==> src/rtl/pg_walk_pkg.sv <==
package pg_walk_pkg;

   typedef enum logic [1:0] {
      ACC_READ  = 2'b00,
      ACC_WRITE = 2'b01,
      ACC_FETCH = 2'b10
   } acc_e;

   typedef enum logic [1:0] {
      FLT_NONE   = 2'b00,
      FLT_ABSENT = 2'b01,
      FLT_PROT   = 2'b10,
      FLT_RSVD   = 2'b11
   } flt_e;

   localparam int ENT_W   = 64;
   localparam int BIT_P   = 0;
   localparam int BIT_RW  = 1;
   localparam int BIT_US  = 2;
   localparam int BIT_ACC = 5;
   localparam int BIT_DRT = 6;
   localparam int BIT_SZ  = 7;
   localparam int BIT_GLB = 8;
   localparam int BIT_XD  = 63;

   typedef struct packed {
      logic present;
      logic rsv_err;
      logic wr_ok;
      logic usr_ok;
      logic xd_blk;
      logic big;
      logic glb;
   } ent_info_t;

endpackage

==> src/rtl/pw_entry_chk.sv <==
module pw_entry_chk
   import pg_walk_pkg::*;
#(
   parameter int PA_W   = 32,
   parameter bit IS_TBL = 1'b0
) (
   input  logic [ENT_W-1:0] ent,
   input  logic             xd_en,
   output ent_info_t        info
);

   logic hi_rsv;
   logic lvl_rsv;
   logic big_map;
   logic unused_rest;

   generate
      if (PA_W < BIT_XD) begin : g_hi_rsv
         assign hi_rsv = |ent[BIT_XD-1:PA_W];
      end else begin : g_no_hi_rsv
         assign hi_rsv = 1'b0;
      end

      if (IS_TBL) begin : g_tbl_level
         assign lvl_rsv = ent[BIT_SZ];
         assign big_map = 1'b0;
      end else begin : g_dir_level
         assign lvl_rsv = 1'b0;
         assign big_map = ent[BIT_SZ];
      end
   endgenerate

   assign info.present = ent[BIT_P];
   assign info.rsv_err = hi_rsv | lvl_rsv | (ent[BIT_XD] & ~xd_en);
   assign info.wr_ok   = ent[BIT_RW];
   assign info.usr_ok  = ent[BIT_US];
   assign info.xd_blk  = ent[BIT_XD] & xd_en;
   assign info.big     = big_map;
   assign info.glb     = ent[BIT_GLB];

   assign unused_rest  = ^ent;

endmodule

==> src/rtl/pw_wb_calc.sv <==
module pw_wb_calc
   import pg_walk_pkg::*;
(
   input  logic [ENT_W-1:0] ent,
   input  logic             set_dirty,
   output logic [ENT_W-1:0] wdata,
   output logic             need
);

   logic [ENT_W-1:0] mask;

   always_comb begin
      mask          = '0;
      mask[BIT_ACC] = 1'b1;
      mask[BIT_DRT] = set_dirty;
   end

   assign wdata = ent | mask;
   assign need  = (wdata != ent);

endmodule

==> src/rtl/pg_walk_unit.sv <==
module pg_walk_unit
   import pg_walk_pkg::*;
#(
   parameter int PA_W = 32,
   parameter int LA_W = 32
) (
   input  logic             clk,
   input  logic             rst_n,
   input  logic             start,
   input  logic [LA_W-1:0]  lin_addr,
   input  logic [PA_W-1:0]  dir_base,
   input  logic [1:0]       acc_type,
   input  logic             user_mode,
   input  logic             xd_en,
   input  logic             glb_en,
   output logic             mem_req,
   output logic             mem_we,
   output logic [PA_W-1:0]  mem_addr,
   output logic [63:0]      mem_wdata,
   input  logic [63:0]      mem_rdata,
   input  logic             mem_ack,
   output logic             done,
   output logic             busy,
   output logic [1:0]       fault,
   output logic [PA_W-1:0]  phys_addr,
   output logic             global_pg
);

   localparam int IDX_W = 9;
   localparam int ENT_B = 3;
   localparam int PG_B  = 12;
   localparam int BIG_B = PG_B + IDX_W;
   localparam int TOP_B = BIG_B + IDX_W;

   initial begin
      if (PA_W < 32 || PA_W > 52)
         $error("pg_walk_unit: PA_W must be within 32..52");
      if (LA_W < TOP_B)
         $error("pg_walk_unit: LA_W too small for two index fields");
   end

   typedef enum logic [2:0] {
      ST_IDLE, ST_RD_DIR, ST_RD_TBL, ST_WB_DIR, ST_WB_TBL, ST_DONE
   } st_e;

   st_e              state;
   logic [TOP_B-1:0] lin_q;
   acc_e             acc_q;
   logic             user_q, xd_q, glb_q, large_q;
   logic [63:0]      dir_q, tbl_q;
   logic [PA_W-1:0]  dir_addr_q, tbl_addr_q, pa_q;
   flt_e             fault_q;
   logic             gflag_q;

   logic [63:0]      dir_view, tbl_view;
   ent_info_t        di, ti;
   logic             is_wr, is_fx, dir_bad, tbl_bad;
   logic [63:0]      dir_wdata, tbl_wdata;
   logic             dir_need, tbl_need;
   logic [PA_W-1:0]  tbl_addr_nx, pa_small, pa_big;
   logic             unused_in;

   assign unused_in = ^{dir_base[PG_B-1:0], lin_addr[LA_W-1:TOP_B]};

   assign dir_view = (state == ST_RD_DIR) ? mem_rdata : dir_q;
   assign tbl_view = (state == ST_RD_TBL) ? mem_rdata : tbl_q;

   pw_entry_chk #(.PA_W(PA_W), .IS_TBL(1'b0)) u_dir_chk (
      .ent(dir_view), .xd_en(xd_q), .info(di));

   pw_entry_chk #(.PA_W(PA_W), .IS_TBL(1'b1)) u_tbl_chk (
      .ent(tbl_view), .xd_en(xd_q), .info(ti));

   assign is_wr = (acc_q == ACC_WRITE);
   assign is_fx = (acc_q == ACC_FETCH);

   assign dir_bad = (is_wr & ~di.wr_ok) | (user_q & ~di.usr_ok) | (is_fx & di.xd_blk);
   assign tbl_bad = (is_wr & ~ti.wr_ok) | (user_q & ~ti.usr_ok) | (is_fx & ti.xd_blk);

   pw_wb_calc u_dir_wb (
      .ent(dir_view), .set_dirty(di.big & is_wr), .wdata(dir_wdata), .need(dir_need));

   pw_wb_calc u_tbl_wb (
      .ent(tbl_view), .set_dirty(is_wr), .wdata(tbl_wdata), .need(tbl_need));

   assign tbl_addr_nx = {dir_view[PA_W-1:PG_B], lin_q[BIG_B-1:PG_B], {ENT_B{1'b0}}};
   assign pa_small    = {tbl_view[PA_W-1:PG_B], lin_q[PG_B-1:0]};
   assign pa_big      = {dir_view[PA_W-1:BIG_B], lin_q[BIG_B-1:0]};

   always_ff @(posedge clk or negedge rst_n) begin
      if (!rst_n) begin
         state      <= ST_IDLE;
         lin_q      <= '0;
         acc_q      <= ACC_READ;
         user_q     <= 1'b0;
         xd_q       <= 1'b0;
         glb_q      <= 1'b0;
         large_q    <= 1'b0;
         dir_q      <= '0;
         tbl_q      <= '0;
         dir_addr_q <= '0;
         tbl_addr_q <= '0;
         pa_q       <= '0;
         fault_q    <= FLT_NONE;
         gflag_q    <= 1'b0;
      end else begin
         case (state)
            ST_IDLE: begin
               if (start) begin
                  lin_q      <= lin_addr[TOP_B-1:0];
                  acc_q      <= acc_e'(acc_type);
                  user_q     <= user_mode;
                  xd_q       <= xd_en;
                  glb_q      <= glb_en;
                  dir_addr_q <= {dir_base[PA_W-1:PG_B], lin_addr[TOP_B-1:BIG_B],
                                 {ENT_B{1'b0}}};
                  fault_q    <= FLT_NONE;
                  pa_q       <= '0;
                  gflag_q    <= 1'b0;
                  state      <= ST_RD_DIR;
               end
            end
            ST_RD_DIR: begin
               if (mem_ack) begin
                  dir_q      <= mem_rdata;
                  tbl_addr_q <= tbl_addr_nx;
                  large_q    <= di.big;
                  if (!di.present) begin
                     fault_q <= FLT_ABSENT;
                     state   <= ST_DONE;
                  end else if (di.rsv_err) begin
                     fault_q <= FLT_RSVD;
                     state   <= ST_DONE;
                  end else if (di.big) begin
                     if (dir_bad) begin
                        fault_q <= FLT_PROT;
                        state   <= ST_DONE;
                     end else begin
                        pa_q    <= pa_big;
                        gflag_q <= di.glb & glb_q;
                        state   <= dir_need ? ST_WB_DIR : ST_DONE;
                     end
                  end else begin
                     state <= ST_RD_TBL;
                  end
               end
            end
            ST_RD_TBL: begin
               if (mem_ack) begin
                  tbl_q <= mem_rdata;
                  if (!ti.present) begin
                     fault_q <= FLT_ABSENT;
                     state   <= ST_DONE;
                  end else if (ti.rsv_err) begin
                     fault_q <= FLT_RSVD;
                     state   <= ST_DONE;
                  end else if (dir_bad || tbl_bad) begin
                     fault_q <= FLT_PROT;
                     state   <= ST_DONE;
                  end else begin
                     pa_q    <= pa_small;
                     gflag_q <= ti.glb & glb_q;
                     if (dir_need)
                        state <= ST_WB_DIR;
                     else if (tbl_need)
                        state <= ST_WB_TBL;
                     else
                        state <= ST_DONE;
                  end
               end
            end
            ST_WB_DIR: begin
               if (mem_ack)
                  state <= (!large_q && tbl_need) ? ST_WB_TBL : ST_DONE;
            end
            ST_WB_TBL: begin
               if (mem_ack)
                  state <= ST_DONE;
            end
            ST_DONE:  state <= ST_IDLE;
            default:  state <= ST_IDLE;
         endcase
      end
   end

   assign mem_req   = (state == ST_RD_DIR) || (state == ST_RD_TBL) ||
                      (state == ST_WB_DIR) || (state == ST_WB_TBL);
   assign mem_we    = (state == ST_WB_DIR) || (state == ST_WB_TBL);
   assign mem_addr  = ((state == ST_RD_TBL) || (state == ST_WB_TBL)) ? tbl_addr_q : dir_addr_q;
   assign mem_wdata = (state == ST_WB_TBL) ? tbl_wdata : dir_wdata;
   assign done      = (state == ST_DONE);
   assign busy      = (state != ST_IDLE);
   assign fault     = fault_q;
   assign phys_addr = pa_q;
   assign global_pg = gflag_q;

endmodule

==> config.mk <==
export PLATFORM = sky130hd
export DESIGN_NAME = pg_walk_unit
export DESIGN_NICKNAME = d
export VERILOG_FILES = /design/src/rtl/pg_walk_pkg.sv /design/src/rtl/pw_entry_chk.sv /design/src/rtl/pw_wb_calc.sv /design/src/rtl/pg_walk_unit.sv
export SDC_FILE = /design/constraint.sdc
export NUM_CORES = 1
export LEC_CHECK = 0
export ABC_CLOCK_PERIOD_IN_PS = 3450
export BUFFER_PORTS_ARGS = -buffer_cell sky130_fd_sc_hd__buf_2
export CAP_MARGIN = 20
export CORE_AREA = 2 2 155 157
export DETAILED_ROUTE_END_ITERATION = 12
export DIE_AREA = 0 0 157 159
export PLACE_DENSITY = 0.78
export SETUP_SLACK_MARGIN = 0.02
export SYNTH_ARGS = -nofsm -noshare
export SYNTH_HDL_FRONTEND = slang
export SYNTH_SLANG_ARGS = --single-unit
export TNS_END_PERCENT = 100
==> constraint.sdc <==
create_clock -name clk -period 3.45 [get_ports clk]
set_clock_uncertainty 0.05 [all_clocks]
set_input_delay 0.5175 -clock clk [delete_from_list [all_inputs] [get_ports clk]]
set_output_delay 0.5175 -clock clk [all_outputs]
set_load 0.02 [all_outputs]
Word-level counts from Yosys, hierarchy flattened
Cells that the tools add are included.
{"block": "classes", "bitwise_logic": 27, "n_reduce_logical": 19, "muxes": 54, "eq_ne": 24}
{"op": "32-bit two-way mux", "n": 11}
{"op": "64-bit two-way mux", "n": 3}
{"op": "64-bit != test", "n": 2}
{"op": "64-bit by 7-bit bitwise OR with 64-bit output", "n": 2}
{"op": "32-bit one-hot mux with 3 select lines", "n": 1}
{"op": "31-bit OR reduction", "n": 2}
{"op": "3-bit two-way mux", "n": 14}
{"op": "2-bit two-way mux", "n": 10}
{"op": "2-bit != test, second input constant", "n": 9}
{"op": "3-bit one-hot mux with 5 select lines", "n": 1}
{"op": "1-bit AND", "n": 13}
{"op": "1-bit two-way mux", "n": 12}
{"op": "11-bit AND reduction", "n": 1}
{"op": "4-bit != test, second input constant", "n": 2}
{"op": "1-bit bitwise OR", "n": 7}
{"op": "7-bit AND reduction", "n": 1}
{"op": "3-bit by 2-bit equality test with 1-bit output, second input constant", "n": 2}
{"op": "3-bit equality test, second input constant", "n": 2}
{"op": "1-bit logical OR", "n": 6}
{"op": "2-bit by 1-bit != test with 1-bit output, second input constant", "n": 3}
{"op": "2-bit one-hot mux with 3 select lines", "n": 1}
{"op": "2-bit AND reduction", "n": 3}
{"op": "3-bit nonzero test", "n": 2}
{"op": "1-bit NOT", "n": 5}
{"op": "other kinds (9)", "n": 9}
{"block": "totals", "input_bits": 137, "out_inout_bits": 135, "regBits": 251}

Depth between registers and ports, before layout
Gate-level depths: netlist (run 1).
{"block": "logic_depth", "ltp_word": 12, "mapped_depth": 10, "ltp_nobuf": 7}

By module
From an unflattened synthesis (run 1), not the netlist that was laid out.
{"block": "unflattened", "hier_cells": 1395, "hier_area_um2": 13809.5}
{"module": "pg_walk_unit", "cells_per_inst": 1222, "area_each_um2": 12545.8, "seq_area_each_um2": 6281.0, "instances": 1}
{"module": "pw_wb_calc", "cells_per_inst": 67, "area_each_um2": 491.7, "seq_area_each_um2": 0.0, "instances": 2}
{"module": "pw_entry_chk at u_dir_chk", "cells_per_inst": 19, "area_each_um2": 143.9, "seq_area_each_um2": 0.0, "instances": 1}
{"module": "pw_entry_chk at u_tbl_chk", "cells_per_inst": 20, "area_each_um2": 136.4, "seq_area_each_um2": 0.0, "instances": 1}

Least setup slack after synthesis (run 1)
Ideal clock, no wire load.
{"block": "synth_timing", "path_type": "register -> output", "startpoint": "reg state[2]", "endpoint": "out mem_wdata[14]", "slack_ns": 0.793, "t_arrival_ns": 2.089, "t_required_ns": 2.882, "path_stages_with_launch": 7, "path_cell_list": "dfrtp_1 -> buf_1 -> inv_1 -> nor2_1 -> clkbuf_1 -> a22oi_1 -> o21ai_0"}
{"block": "synth_between", "elab_chain_cells": 4, "elab_cells_between_ends": 8}
{"element": "start: declaration", "line_no": "pg_walk_unit.sv:46", "text": "st_e state;"}
{"element": "start signal: assignment", "line_no": "pg_walk_unit.sv:141", "text": "state <= dir_need ? ST_WB_DIR : ST_DONE;"}
{"element": "start signal: assignment", "line_no": "pg_walk_unit.sv:174", "text": "state <= (!large_q && tbl_need) ? ST_WB_TBL : ST_DONE;"}
{"element": "3-bit by 1-bit equality test with 1-bit output or 3-bit by 2-bit equality test with 1-bit output (tied branches)", "line_no": "pg_walk_unit.sv:65, pg_walk_unit.sv:66"}
{"element": "64-bit two-way mux, on equally long branches", "line_no": "pg_walk_unit.sv:65, pg_walk_unit.sv:66"}
{"element": "64-bit by 7-bit bitwise OR with 64-bit output", "line_no": "pw_wb_calc.sv:18", "text": "assign wdata = ent | mask;"}
{"element": "64-bit two-way mux *", "line_no": "pg_walk_unit.sv:190", "text": "assign mem_wdata = (state == ST_WB_TBL) ? tbl_wdata : dir_wdata;"}
{"element": "end: declaration", "line_no": "pg_walk_unit.sv:19", "text": "output logic [63:0] mem_wdata,"}
Every way passes the cells marked *; elsewhere a longest branch is shown, timed or not.

Final worst setup path (run 1)
{"block": "layout_timing", "startpoint": "reg state[1]", "endpoint": "out mem_addr[3]"}
{"block": "layout_between", "elab_chain_cells": 3, "elab_cells_between_ends": 4}
{"element": "3-bit by 2-bit equality test with 1-bit output or 3-bit equality test (tied branches)", "line_no": "pg_walk_unit.sv:189", "text": "assign mem_addr = ((state == ST_RD_TBL) || (state == ST_WB_TBL)) ? tbl_addr_q : dir_addr_q;"}
{"element": "1-bit logical OR *", "line_no": "pg_walk_unit.sv:189"}
{"element": "32-bit two-way mux *", "line_no": "pg_walk_unit.sv:189"}
{"element": "end: declaration", "line_no": "pg_walk_unit.sv:18", "text": "output logic [PA_W-1:0] mem_addr,"}
Marked as above.

==> results of run 1 <==
-- per-layer routing --
metal | wire, um | GRT usage
met3 | 3129 | 0.07567
met5 | 48 | 0
met2 | 15300 | 0.4222
met4 | 877 | 0.08257
met1 | 13220 | 0.3365
-- through the flow --
stage / std cells / total power [uW] / instance area, um2 / hold WS (ns)
2_1_floorplan: 1137 / 9118 / 11890 / 0.1719
3_3_place_gp: 1654 / 11230 / 13540 / 0.4068
3_5_place_dp: 1654 / 11380 / 13540 / 0.4068
4_1_cts: 1703 / 14340 / 14430 / 0.1420
5_1_grt: 1705 / 15170 / 14460 / 0.1541
6_report: 1706 / 14290 / 14470 / 0.1583
-- registers in the layout (all words and copies together), names as in the netlist, 2 cells and up --
signal,cells
tbl_q,64
phys_addr,32
fault,2
dir_q,64
tbl_addr_q,29
lin_q,21
dir_addr_q,29
acc_q,2
state,3
-- path summary, 6_finish.rpt --
check / from / to / slack, ns / depth (start not counted)
hold / removal: mem_rdata[9] / dir_q[9] / 0.16 / 3
setup / recovery: state[1] / mem_addr[3] / 0.18 / 6
min in group asynchronous: rst_n / dir_q[48] / 0.49 / 2
hold reg to reg: tbl_addr_q[9] / tbl_addr_q[9] / 0.42 / 2
setup reg to reg: state[0] / phys_addr[7] / 0.50 / 10
max in group asynchronous: rst_n / phys_addr[7] / 1.98 / 3
-- synthesized netlist by cell type (4+ instances only) --
| cell type | n | area share |
|---|---|---|
| nand2_1 | 345 | 0.11 |
| dfrtp_1 | 251 | 0.53 |
| mux2_2 | 152 | 0.14 |
| o21ai_0 | 66 | 0.028 |
| a22oi_1 | 64 | 0.040 |
| clkbuf_1 | 64 | 0.020 |
| mux2_4 | 30 | 0.038 |
| nor2b_1 | 26 | 0.014 |
| nor4_1 | 17 | 0.0090 |
| nor2_1 | 13 | 0.0041 |
| a22o_1 | 9 | 0.0066 |
| nor3_1 | 9 | 0.0038 |
| inv_1 | 7 | 0.0022 |
| nand3_1 | 7 | 0.0029 |
| nand4_1 | 6 | 0.0032 |
| a21oi_1 | 5 | 0.0021 |
| buf_1 | 4 | 0.0013 |
| buf_2 | 4 | 0.0017 |
| buf_4 | 4 | 0.0025 |
| mux2i_1 | 4 | 0.0034 |
-- area by class of cell --
class | count | area (um2) | share of cell area
flip-flops and latches | 251 | 6282 | 0.4343
multi-input cells | 800 | 5315 | 0.3674
repair buffers | 279 | 1556 | 0.1076
clock buffers | 42 | 772.0 | 0.05337
well taps | 319 | 399.1 | 0.02759
clock inverters | 6 | 108.9 | 0.007525
inverters | 7 | 26.28 | 0.001816
diodes | 2 | 5.005 | 0.0003460
-- report_power, final --
group	total [uW]	internal, uW	switching, uW
clock network	2900	1750	1150
registers	4720	4040	679
logic	6670	2600	4070
total	14300	8400	5900
-- cells by family (layout without fill, tap and decap cells) --
| logic type | Yosys count | in the layout |
|---|---|---|
| buffers and inverters | 86 | 334 |
| xor gates and xnor gates | 1 | 1 |
| DFF | 251 | 251 |
| AOI/OAI and AO/OA | 166 | 166 |
| muxes | 188 | 188 |
| other | 2 | 6 |
| and+or+nand+nor | 441 | 441 |
-- critical path, cell delays in order, from the launching register on --
cell and delay [ns]:
dfrtp_2 0.41, buf_4 0.50, xnor2_1 0.20, nor2_4 0.10
buf_4 0.38, mux2_2 0.40, buf_2 0.16
==> impl_metrics.ini, run 1 <==
[status]
status = finished clean

[global_route]
grt_start_max_net_pins = 95
grt_pass1_wl_um = 51990
antenna_found_initial = 7
first_global_vias = 9871
grt.overflow.total = 0
track_usage = 0.2602

[critical_path]
crit_fanout = 51
endpoint_kind = output port
cp_data_required_time_ns = 2.88
critPathKind = flip-flop to output port
cp.arrival_ns = 2.70
start_kind = flip-flop

[clocking]
cts_resized = 0
holdBufCountCts = 1
clk_path_buf_depth = 3
numCtsBuffers = 27
cts_root_buffer = clkbuf_16
htreeDepth = 1
cts_setup_buffers = 0
cts_sinks = 251
tritoncts = yes
clkTransAtPathRegs_ns = 0.06
clk_latency_ns = 0.53

[timing]
finalSetupViolCount = 0
fin_setup_tns_ns = 0
hold_viol_final = 0
fin_crit_sh = 0.9481
max_slew_margin = 0.5184
layout_setup_ws_ns = 0.1789
max_freq_mhz = 305.7
period_needed_ns = 3.271
rsz0062_at_grt = no
slew_violations = 0
tightest_slew_ns = 0.7158

[logic_synthesis]
synth_edf_count = 0
synth_area_um2 = 11880
synthFlopType = dfrtp_1
synth-xor-area-share = 0.0007372
ys_types = 50
synth_seq_cells = 251
syn-instance-count = 1135
yosys_warnings = 0
muxShareOfSynthArea = 0.1872
synth_top_family_by_area = multiplexers
synth-simple-area-share = 0.1589
synth_fa_ha_area_frac = 0
postSynthAreaPerCell_um2 = 10.47
synthArstFlopShare = 1.000
synth_compound_area_frac = 0.09309
yosysSeqAreaShare = 0.5286

[routing]
wl_um = 32580
drt_iter0_markers = 835
wl_per_cell_um = 19.10
drtPass1Iterations = 5
ant_nets = 0
via_per_inst = 5.655
via_count = 9648
drcViolationCount = 0

[die]
die_w_um = 157
core_um2 = 23190
die-area_um2 = 24960
start_util = 0.5123
rows = 56
io_pins = 272
die_y_um = 159

[job]
drv_cap = 0

[placement]
numPortBuffers = 253
place_congestion = 0.8892
dp_hpwl_um = 21150
dpl_worst_slack_ns = 0.5569

[hold_path]
hold_path.class = input pin to flip-flop

[finish]
final_layout_size_suffix_gt1_frac = 0.3697
fill_cells = 1878
nets = 1503
final_cell_mix = 344 x nand2_1, 252 x buf_2, 250 x dfrtp_1
final_util = 0.6237
syn2layout_area_growth_pct = 21.75
final_common_cell = nand2_1

[pwr]
p_leak_uw = 0.007196
ir_drop_uv = 609.3
power_density_nw_per_um2 = 988.2
Power figures use the tool's default switching activity.
==> inputs of run 2 (changes only) <==
--- a/config.mk
+++ b/config.mk
@@ -6,7 +6,7 @@
 export NUM_CORES = 1
 export LEC_CHECK = 0
 export ABC_CLOCK_PERIOD_IN_PS = 3450
-export BUFFER_PORTS_ARGS = -buffer_cell sky130_fd_sc_hd__buf_2
+export BUFFER_PORTS_ARGS = -buffer_cell sky130_fd_sc_hd__buf_4
 export CAP_MARGIN = 20
 export CORE_AREA = 2 2 155 157
 export DETAILED_ROUTE_END_ITERATION = 12
==> run 2 against run 1 <==
Sequential cell count unchanged. Maximum frequency up 1.8%. Final area up 4.1%. Critical path depth up 1. Hold slack worse by 0.15 ns. Power up 3.8%. Core utilization up 2.5 points. Sequential power about the same. Via count down 0.30%.
==> impl_metrics.ini, run 2 (synthesized netlist as in run 1, its figures left out) <==
[placement]
place_congestion = 0.8882
numPortBuffers = 253
dp_hpwl_um = 22040

[critical_path]
crit_top_cell = buf_4
crit_path_top_delay_cell = dfrtp_1
cp.arrival_ns = 2.65
cp_top_family = buffers and inverters
path_depth = 7
start_kind = flip-flop
endpoint_kind = output port
crit_fanout = 39
critPathKind = flip-flop to output port
r2r_cells = 10
cp_data_required_time_ns = 2.88
path_cells = buf_4 > inv_1 > nor2_4 > buf_4 > a22oi_1 > o21ai_0 > buf_4
crit_start = state[2]
crit_end = mem_wdata[36]
worstReg2RegStart = state[2]
r2r_slack_ns = 0.55
max_stage_delay_ns = 0.45
critPathBufInv = 4
timing.rr.end = phys_addr[7]

[clocking]
cts_resized = 0
clk_latency_ns = 0.52
cts_root_buffer = clkbuf_16
numCtsBuffers = 27
clk_path_buf_depth = 3
cts_setup_buffers = 0
clkTransAtPathRegs_ns = 0.06
cts_sinks = 251
holdBufCountCts = 0
tritoncts = yes
htreeDepth = 1

[global_route]
grt.overflow.total = 0
grt_start_max_net_pins = 105
grt_pass1_wl_um = 52380
track_usage = 0.2608
first_global_vias = 9890
antenna_found_initial = 2

[timing]
rsz0062_at_grt = no
fin_setup_tns_ns = 0
tightest_slew_ns = 0.8150
max_slew_margin = 0.4567
fin_crit_sh = 0.9315
slew_violations = 0
finalSetupViolCount = 0
period_needed_ns = 3.214
hold_viol_final = 0
holdWs_ns = 0.004045
max_freq_mhz = 311.2

[job]
drv_cap = 0

[pwr]
p_leak_uw = 0.007356
power_density_nw_per_um2 = 985.0
ir_drop_uv = 598.7

[die]
core_um2 = 23190
die_w_um = 157
io_pins = 272
rows = 56
start_util = 0.5123
die-area_um2 = 24960
die_y_um = 159

[routing]
via_count = 9619
ant_nets = 0
via_per_inst = 5.655
drt_iter0_markers = 698
drtPass1Iterations = 7
drcViolationCount = 0
wl_per_cell_um = 19.23
wl_um = 32720

[finish]
final_cell_mix = 344 x nand2_1, 273 x buf_4, 250 x dfrtp_1
syn2layout_area_growth_pct = 26.72
final_common_cell = nand2_1
final_layout_size_suffix_gt1_frac = 0.3729
nets = 1504

[hold_path]
hold_path.class = input pin to async pin

[status]
status = finished clean
## run 2: cell count changes in the layout (fill, tap and decap cells not counted), sizes merged
cell | before | now
buf | 278 | 280
bufinv | 3 | 2
clkbuf | 42 | 37
clkinv | 2 | 3
clkinvlp | 0 | 1
diode | 2 | 1
dlygate4sd3 | 1 | 0
inv | 8 | 7
## run 2: worst min path at each step
stage	start	cells past startpoint	endpoint	slack, ns
3_3_place_gp	dir_q[8]	2	dir_q[8]	0.41
5_1_grt	rst_n	1	dir_q[52]	0.08
3_5_place_dp	tbl_addr_q[9]	2	tbl_addr_q[9]	0.41
2_1_floorplan	rst_n	0	acc_q[0]	0.17
4_1_cts	rst_n	1	tbl_q[52]	0.05
6_report	rst_n	1	dir_q[52]	0.004
## run 2: final cells by class
cell class	instances	area [um2]
fill	1801	8137
sequential	251	6282
multi-input combinational	800	5315
timing repair buffer	280	2185
clock buffer	37	763.2
tap	319	399.1
clock inverter	6	82.58
inverter	7	26.28
antenna	1	2.502
## run 2: through the flow
| step | setup slack [ns] | instances | instance area (um2) | total power (uW) | util |
|---|---|---|---|---|---|
| final | 0.2364 | 1701 | 15060 | 14830 | 0.6492 |
| after global routing | 0.1229 | 1701 | 15060 | 15700 | 0.6492 |
| after CTS | 0.2211 | 1700 | 15050 | 14900 | 0.6491 |
| after detailed placement | 0.5830 | 1657 | 14210 | 12040 | 0.6126 |
| after global placement | 0.6438 | 1657 | 14210 | 11850 | 0.6126 |
| after floorplan | 0.7931 | 1137 | 11890 | 9118 | - |
## run 2: power by group
group,switching [uW],internal (uW)
Combinational,4110,3160
Sequential,698,4040
Clock,1140,1670
Total,5950,8880
## run 2: worst register-to-register path, stage by stage, from the launching register on
cell	delay, ns
dfrtp_1	0.45
buf_4	0.21
nor3b_4	0.32
buf_4	0.32
nand2_1	0.09
nand3_1	0.14
nand2_1	0.13
nor4_4	0.33
o221ai_4	0.16
buf_12	0.24
mux2_4	0.35
## run 2: per-layer routing
metal	part of all wire	GRT usage	vias up
met5	0.00040	0	-
met4	0.018	0.07048	2
met3	0.093	0.06641	55
met2	0.48	0.4250	428
met1	0.41	0.3476	4757
li1	-	-	4377
